===== src/rtl/keylatch_pkg.sv =====
package keylatch_pkg;

    localparam int KEY_W  = 7;
    localparam int BYTE_W = KEY_W + 1;

    typedef enum logic [1:0] {
        SEL_NONE   = 2'd0,
        SEL_DATA   = 2'd1,
        SEL_STROBE = 2'd2
    } bus_sel_e;

    typedef struct packed {
        logic              hit;
        logic [BYTE_W-1:0] data;
    } rd_resp_t;

    function automatic logic [BYTE_W-1:0] mark_unread(
        input logic [KEY_W-1:0] code,
        input logic [KEY_W-1:0] subst_from,
        input logic [KEY_W-1:0] subst_to
    );
        logic [KEY_W-1:0] mapped;
        mapped = (code == subst_from) ? subst_to : code;
        return {1'b1, mapped};
    endfunction

endpackage


===== src/rtl/keylatch_decode.sv =====
module keylatch_decode
    import keylatch_pkg::*;
#(
    parameter int              ADDR_W      = 16,
    parameter logic [ADDR_W-1:0] DATA_ADDR   = 16'hC000,
    parameter logic [ADDR_W-1:0] STROBE_ADDR = 16'hC010
) (
    input  logic [ADDR_W-1:0] addr,
    input  logic              rd,
    input  logic              wr,
    output bus_sel_e          sel
);

    logic is_read;
    assign is_read = rd && !wr;

    always_comb begin
        sel = SEL_NONE;
        if (is_read) begin
            if (addr == DATA_ADDR)
                sel = SEL_DATA;
            else if (addr == STROBE_ADDR)
                sel = SEL_STROBE;
        end
    end

endmodule


===== src/rtl/keylatch_xlate.sv =====
module keylatch_xlate
    import keylatch_pkg::*;
#(
    parameter logic [KEY_W-1:0] SUBST_FROM = 7'h7F,
    parameter logic [KEY_W-1:0] SUBST_TO   = 7'h08
) (
    input  logic [KEY_W-1:0]  code_in,
    output logic [BYTE_W-1:0] code_out
);

    assign code_out = mark_unread(code_in, SUBST_FROM, SUBST_TO);

endmodule


===== src/rtl/keylatch_store.sv =====
module keylatch_store
    import keylatch_pkg::*;
(
    input  logic              clk,
    input  logic              rst,
    input  bus_sel_e          sel,
    input  logic              key_valid,
    input  logic [BYTE_W-1:0] new_byte,
    output logic              key_ready,
    output logic [BYTE_W-1:0] held,
    output rd_resp_t          resp
);

    localparam int FLAG = BYTE_W - 1;

    logic strobe;
    logic accept;

    assign strobe    = (sel == SEL_STROBE);
    assign key_ready = !held[FLAG] && !strobe;
    assign accept    = key_valid && key_ready;

    always_ff @(posedge clk) begin
        if (rst) begin
            held <= '0;
        end else if (strobe) begin
            held <= {1'b0, held[FLAG-1:0]};
        end else if (accept) begin
            held <= new_byte;
        end
    end

    always_ff @(posedge clk) begin
        if (rst) begin
            resp <= '0;
        end else begin
            unique case (sel)
                SEL_DATA:   resp <= '{hit: 1'b1, data: held};
                SEL_STROBE: resp <= '{hit: 1'b1, data: {1'b0, held[FLAG-1:0]}};
                default:    resp <= '0;
            endcase
        end
    end

    // acknowledge read leaves the flag clear
    a_r2_strobe_clears: assert property (@(posedge clk) disable iff (rst)
        strobe |=> !held[FLAG]);

    // a pending byte stays put until acknowledged
    a_r5_hold_pending: assert property (@(posedge clk) disable iff (rst)
        (held[FLAG] && !strobe) |=> $stable(held));

    // a taken key shows up flagged as unread
    a_r3_flag_set: assert property (@(posedge clk) disable iff (rst)
        (key_valid && key_ready) |=> held[FLAG]);

endmodule


===== src/rtl/keycode_latch.sv =====
module keycode_latch
    import keylatch_pkg::*;
#(
    parameter int                ADDR_W      = 16,
    parameter logic [ADDR_W-1:0] DATA_ADDR   = 16'hC000,
    parameter logic [ADDR_W-1:0] STROBE_ADDR = 16'hC010,
    parameter logic [6:0]        SUBST_FROM  = 7'h7F,
    parameter logic [6:0]        SUBST_TO    = 7'h08
) (
    input  logic              clk,
    input  logic              rst,
    input  logic              key_valid,
    input  logic [6:0]        key_code,
    output logic              key_ready,
    input  logic [ADDR_W-1:0] bus_addr,
    input  logic              bus_rd,
    input  logic              bus_wr,
    output logic              bus_hit,
    output logic [7:0]        bus_rdata
);

    bus_sel_e          sel;
    logic [BYTE_W-1:0] new_byte;
    logic [BYTE_W-1:0] held;
    rd_resp_t          resp;

    keylatch_decode #(
        .ADDR_W      (ADDR_W),
        .DATA_ADDR   (DATA_ADDR),
        .STROBE_ADDR (STROBE_ADDR)
    ) u_decode (
        .addr (bus_addr),
        .rd   (bus_rd),
        .wr   (bus_wr),
        .sel  (sel)
    );

    keylatch_xlate #(
        .SUBST_FROM (SUBST_FROM),
        .SUBST_TO   (SUBST_TO)
    ) u_xlate (
        .code_in  (key_code),
        .code_out (new_byte)
    );

    keylatch_store u_store (
        .clk       (clk),
        .rst       (rst),
        .sel       (sel),
        .key_valid (key_valid),
        .new_byte  (new_byte),
        .key_ready (key_ready),
        .held      (held),
        .resp      (resp)
    );

    assign bus_hit   = resp.hit;
    assign bus_rdata = resp.data;

    // data-location read returns the byte held at the read
    a_r1_data_read: assert property (@(posedge clk) disable iff (rst)
        (bus_rd && !bus_wr && bus_addr == DATA_ADDR) |=> (bus_hit && bus_rdata == $past(held)));

    // an acknowledge read holds the key source off in that cycle
    a_r8_strobe_blocks: assert property (@(posedge clk) disable iff (rst)
        (bus_rd && !bus_wr && bus_addr == STROBE_ADDR) |-> !key_ready);

    // nothing decoded gives a quiet response
    a_r9_quiet: assert property (@(posedge clk) disable iff (rst)
        (sel == SEL_NONE) |=> (!bus_hit && bus_rdata == 8'h00));

    // a write never disturbs the stored byte
    a_r6_write_inert: assert property (@(posedge clk) disable iff (rst)
        (bus_wr && !key_ready) |=> $stable(held));

endmodule


===== config.mk =====
export PLATFORM = sky130hd
export DESIGN_NAME = keycode_latch
export DESIGN_NICKNAME = d
export VERILOG_FILES = /design/src/rtl/keylatch_pkg.sv /design/src/rtl/keylatch_decode.sv /design/src/rtl/keylatch_xlate.sv /design/src/rtl/keylatch_store.sv /design/src/rtl/keycode_latch.sv
export SDC_FILE = /design/constraint.sdc
export NUM_CORES = 1
export LEC_CHECK = 0
export ABC_AREA = 1
export CORE_MARGIN = 1.5
export CORE_UTILIZATION = 35
export CTS_CLUSTER_SIZE = 40
export DETAILED_ROUTE_END_ITERATION = 7
export PLACE_DENSITY = 0.74
export SLEW_MARGIN = 20
export SYNTH_ARGS = -nofsm -noshare
export SYNTH_HDL_FRONTEND = slang
export SYNTH_SLANG_ARGS = --single-unit

===== constraint.sdc =====
create_clock -name clk -period 2 [get_ports clk]
set_input_delay 0.4 -clock clk [delete_from_list [all_inputs] [get_ports clk]]
set_output_delay 0.4 -clock clk [all_outputs]
set_load 0.02 [all_outputs]

Word-level counts from Yosys, hierarchy flattened
Index checks and enable logic that the tools add are counted.
{"block": "word_totals", "reg_bits": 17, "inputBits": 28, "output_inout_bits": 10, "elab_cells": 23}
{"block": "op_classes", "n_eq_ne": 5, "mux": 5, "bitwise_logic": 1, "reduce_logical": 8}
{"operator": "$eq A16 B16 Y1 const B", "n": 2}
{"operator": "$pmux W9 S2", "n": 1}
{"operator": "$eq A7 B7 Y1 const B", "n": 1}
{"operator": "$mux W7", "n": 1}
{"operator": "$mux W2", "n": 3}
{"operator": "$logic_and A1 B1 Y1", "n": 3}
{"operator": "$logic_not A1 Y1", "n": 3}
{"operator": "$eq A2 B1 Y1 const B", "n": 1}
{"operator": "$eq A2 B2 Y1 const B", "n": 1}
{"operator": "$reduce_and A2 Y1", "n": 1}
{"operator": "$reduce_or A2 Y1", "n": 1}
{"operator": "$not A1 Y1", "n": 1}

Depth between registers and ports, before layout
{"block": "depth", "ltp_word": 9, "depth_mapped": 12, "depth_no_buf": 12}

Hierarchy
From an unflattened synthesis, not the netlist that was laid out.
{"block": "unflattened", "hier_cells": 118, "hier_area_um2": 900.9}
{"mod": "keylatch_store", "n_inst": 1, "cells_each": 80, "area_per_inst_um2": 726.9, "seq_area_each_um2": 340.3}
{"mod": "keylatch_xlate", "n_inst": 1, "cells_each": 20, "area_per_inst_um2": 91.3, "seq_area_each_um2": 0.0}
{"mod": "keylatch_decode", "n_inst": 1, "cells_each": 18, "area_per_inst_um2": 82.6, "seq_area_each_um2": 0.0}

Least setup slack after synthesis
OpenSTA, ideal clock, no wires.
{"block": "synth_timing", "kind": "in2reg", "start": "input bus_addr[11]", "end": "register u_store.held[3]", "setup_time_ns": 0.116, "arrival_time_ns": 1.573, "required_ns": 1.884, "slack_ns": 0.311, "path_stages": 11, "n_path_buf": 0, "cell_sequence": "nor2_1 -> nand2_1 -> nor2_1 -> nand2_1 -> nor2_1 -> inv_1 -> ha_1 -> nor2_4 -> nand2_4 -> o21ai_0 -> nor2_1"}
{"block": "synth_between", "elab_chain_len": 9, "word_cells_on_any_way": 11, "classes_between": "eq/ne (3); mux (3); bitwise (1); reduce/logical (4)"}
{"item": "start: declaration", "line_no": "keycode_latch.sv:15", "rtl": "input logic [ADDR_W-1:0] bus_addr,"}
{"item": "$eq A16 B16 Y1", "line_no": "keylatch_decode.sv:22", "rtl": "else if (addr == STROBE_ADDR)"}
{"item": "$mux W2", "line_no": "keylatch_decode.sv:22"}
{"item": "$mux W2 *", "line_no": "keylatch_decode.sv:20", "rtl": "if (addr == DATA_ADDR)"}
{"item": "$mux W2 *", "line_no": "keylatch_decode.sv:19", "rtl": "if (is_read) begin"}
{"item": "$eq A2 B2 Y1 *", "line_no": "keylatch_store.sv:19", "rtl": "assign strobe = (sel == SEL_STROBE);"}
{"item": "$logic_not A1 Y1 *", "line_no": "keylatch_store.sv:20", "rtl": "assign key_ready = !held[FLAG] && !strobe;"}
{"item": "$logic_and A1 B1 Y1 *", "line_no": "keylatch_store.sv:20"}
{"item": "net key_ready", "line_no": "keycode_latch.sv:14", "rtl": "output logic key_ready,"}
{"item": "$logic_and A1 B1 Y1 *", "line_no": "keylatch_store.sv:21", "rtl": "assign accept = key_valid && key_ready;"}
{"item": "$reduce_and A2 Y1 (no line) *"}
{"item": "end signal: assignment", "line_no": "keylatch_store.sv:27", "rtl": "held <= {1'b0, held[FLAG-1:0]};"}
{"item": "end signal: assignment", "line_no": "keylatch_store.sv:29", "rtl": "held <= new_byte;"}
{"item": "end: declaration", "line_no": "keylatch_store.sv:10", "rtl": "output logic [BYTE_W-1:0] held,"}
Mark *: on every way through the listed nets, which the timed path passes. The rest lies on a longest branch.
A chain may end at the register's enable or synchronous reset.

Worst setup path in the final report
{"block": "layout_timing", "start": "input bus_addr[13]", "end": "output key_ready"}
{"block": "layout_between", "elab_chain_len": 7, "word_cells_on_any_way": 8, "classes_between": "eq/ne (3); mux (3); reduce/logical (2)"}
{"item": "$eq A16 B16 Y1", "line_no": "keylatch_decode.sv:22"}
{"item": "$mux W2", "line_no": "keylatch_decode.sv:22"}
{"item": "$mux W2 *", "line_no": "keylatch_decode.sv:20"}
{"item": "$mux W2 *", "line_no": "keylatch_decode.sv:19"}
{"item": "$eq A2 B2 Y1 *", "line_no": "keylatch_store.sv:19"}
{"item": "$logic_not A1 Y1 *", "line_no": "keylatch_store.sv:20"}
{"item": "$logic_and A1 B1 Y1 *", "line_no": "keylatch_store.sv:20"}
{"item": "end: declaration", "line_no": "keycode_latch.sv:14"}
Every way passes the cells marked *; elsewhere a longest branch is shown, timed or not.

==> results.md <==
* Layout cells sized above 1 at about a fifth
* Maxcap violations at 0
* Crit-path max FO at 2
* Fill count at between 200 and 250
* Max-Slew Margin vs Limit at between 80% and 90%
* Worst path required time at 1600 ps
* Final cycle utilization of the critical path at a little over nine tenths
* Crit-path cells: dlygate4sd2_1 > nor3_1 > nand2_1 > nor2_2 > inv_1 > ha_2 > nor2_4 > buf_6
* Total number of vias at approximately 740
* Leading area contributor after synthesis: dfxtp_1
* Clock Path Buffers at 2
* Worst slack at placement at -680 ps
* Pre-antenna DRT Iters at 4
* Fmax achieved at 527 MHz
* Compound-Gate Fraction of Synth Area at under 10%
* Adder and majority gate portion of the synthesized area at under 10%
* Logic pwr share at 17.3%
* Die Ht at roughly 50 um
* Nets at roughly 180
* Worst path max stage delay at 230 ps
* Peak supply drop at ~0.42 mV
* Buf/Inv on CP at 3
* Mux cell area share after synthesis at 0%
* Total length of routed met2 wires at between 800 and 900 um
* Overall Power at between 0.0006 and 0.0007 W
* Die area at about 2400 um2
* Yosys reg bits at 17
* Top Family by Delay on Critical Path: simple AND/OR/NAND/NOR gates
* Synth warn at 0
* Cells after Synth at ~100
* Metal3 WL at between 60 and 70 um
* Wl on met1 at approximately 750 um
* Worst hold path class: reg -> reg
* Reg clk slew, reported paths at approximately 90 ps
* R2R setup slack at between 800 and 900 ps
* First-pass GRT wire length at between 2 and 3 mm
* Critical Setup Path Class: in -> out
* Dominant cells by area after synthesis: dfxtp_1, nand2_1, nor2_1, a21oi_2, inv_1
* Sw Ratio at approximately 25%
* Root buffer selected by CTS: clkbuf_4
* Final Hold Viols at 0
* Core Rows at 16
* Synth Flop Type: dfxtp_1
* Synth top area share at between 40 and 50%
* Clk_lat worst skew at approximately 290 ps
* Clk sink count at 17
* Worst Path Arrival at approximately 1500 ps
* Power density over the cells at between 500 and 600 nW/um2
* Layout area overhead at 65.6%
* DP Cell Count at between 150 and 200
* H-tree depth at 1
* GRT Total Usage at about 16%
* Minimum clock period after layout at ~1900 ps
* Reg-to-Reg Start: u_store.held[7]$_SDFFE_PP0P_
* Worst-margin pin slew at around 220 ps
* WL/cell at roughly 9.5 um
* Worst hold start: u_store.held[0]$_SDFFE_PP0P_
* Largest net degree at the start of global routing at 11
* Register area at 340 um2
* Initial antenna violation count at 0
* Worst Setup Start Kind: primary input
* Largest family of logic cells by synthesized area: simple AND/OR/NAND/NOR gates
* Post-synth EDFFs at 0
* Reg-to-reg endpoint: u_store.held[3]$_SDFFE_PP0P_
* CTS tree: done
* Highest-delay cell along the critical path: dlygate4sd2_1
* Setup slack after layout at a little over 100 ps
* Most frequent cell after synthesis: nand2_1
* Core area at a little under 2000 um2
* Post-route ant nets at 0
* Grt total ovfl at 0
* Fin cells at between 150 and 200
* Fin Setup TNS at 0 ps
* Crit path capture type: primary output
* Hold depth at 2
* Clk network pwr share at between 20 and 30%
* Final wirelength at 1.65 mm
* Worst Setup SP: bus_addr[13]
* Simple-Gate Fraction of Synth Area at between 30% and 40%
* Seq pwr share at 55.0%
* Total CTS buffers at 3
* Pins over their slew limit at 0
* Syn nets at ~130
* Number of global-route vias before repair at between 600 and 700
* Lkg Pwr at 0.536 nW
* Sequential-to-total area share from yosys stat at 46.3%
* PortBufs at 37
* Worst reg-to-reg path cell count at 7
* Post-Synthesis Cell Area at between 700 and 800 um2
* Synth Area in XOR/XNOR at 0%
* Int Power at around 0.0005 W
* Min Hold Slack at 457 ps
* Clk_skew at ~4.2 ps
* Worst min-delay path endpoint: u_store.resp[0]$_SDFF_PP0_
* Hold buffers post-CTS at 0
* Die Wd at just under 50 um
* Area of the multi-input gates at between 300 and 400 um2
* DP Wirelength at between 1 and 1.5 mm
* P_sw at 0.000160 W
* DR iter-0 viols at 8
* Vias per std cell at roughly 4.3
* Synth top cells by count: nand2_1, dfxtp_1, nor2_1, inv_1, nor3_1
* Syn_area_per_cell at approximately 7.5 um2
* Post-route DRC at 0
* I/O pins at 38
* Initial core utilization at around 38%
* Post-synth cell types at 15
* Status: complete, no violations
* Setup violations, final at 0
* Async SR Flop Fraction at 0%
* Final RePlAce weighted congestion at about 0.77
* N_diodes at 0
* Highest metal used: met4
[layout make-up]
cell class | count | area share, %
repair buffers | 45 | 33.6
multi-input cells | 67 | 28.7
flip-flops and latches | 17 | 27.9
inverters | 14 | 4.72
well taps | 27 | 2.77
clock buffers | 3 | 1.85
clock inverters | 1 | 0.411
[worst max path at each step]
| stage | end | slack, ps | cells past startpoint |
|---|---|---|---|
| 3_5_place_dp | key_ready | -680 | 10 |
| 5_1_grt | key_ready | -4 | 9 |
| 4_1_cts | key_ready | 10 | 10 |
| 3_3_place_gp | key_ready | -600 | 9 |
| 2_1_floorplan | u_store.held[3]$_SDFFE_PP0P_ | 310 | 11 |
| 6_report | key_ready | 100 | 8 |
[flip-flops by register name, indices dropped and copies added (netlist names)]
| register | flops |
|---|---|
| u_store.held | 8 |
| u_store.resp | 9 |
[per-stage QoR]
step                      instance area [um2]  utilization [%]
after global routing                     1220             62.1
after global placement                   1180             60.0
after detailed placement                 1180             60.0
final                                    1220             62.1
after floorplan                           736                -
after CTS                                1210             61.5
[worst reg2reg max path, cell delays in order, from the launching register on]
cell	delay, ps
dfxtp_1	410
nor2_4	60
buf_4	130
buf_4	130
nand2_4	100
clkinv_4	110
nor2_2	90
nor2_1	50
[routing by layer]
layer	GRT usage (%)	up-vias
met5	0	-
met4	4.29	0
met3	4.91	5
met2	25.8	18
met1	19.6	323
li1	-	398
[power groups by stage]
stage	Combinational [W]	Sequential [W]	Clock, W
2_1_floorplan	0.0000507	0.000363	0
3_3_place_gp	0.000117	0.000363	0
3_5_place_dp	0.000119	0.000364	0
4_1_cts	0.000110	0.000356	0.000188
5_1_grt	0.000124	0.000357	0.000209
6_report	0.000112	0.000356	0.000179
[what timing repair did]
action                     4_1_cts  5_1_grt
cloned                           0        0
setup buffers                    2        1
gates resized for setup         29       10
pin swaps                       16        9
setup endpoints to repair        1        1
[cells in the final DEF (no fill, tap or decap), drive strengths merged]
cell           Yosys  final
o21ai              1      1
nor3b              1      1
buf                0      9
nand2             28     28
inv               13     13
clkinv             1      2
clkdlybuf4s50      0     18
dfxtp             17     17
clkdlybuf4s15      0      6
a21oi              6      6
dlygate4sd2        0     10
ha                 2      2
nor3               8      8
nand4              1      1
nor2              19     19
nand3              1      1
clkbuf             0      5
[cells by family (layout without fill, tap and decap cells)]
logic type | after synthesis | in the layout
adders and majority gates | 2 | 2
buffers and inverters | 14 | 63
AOI/OAI and AO/OA | 7 | 7
DFF | 17 | 17
and+or+nand+nor | 58 | 58
Note: power is estimated with default switching activity, not from simulation.
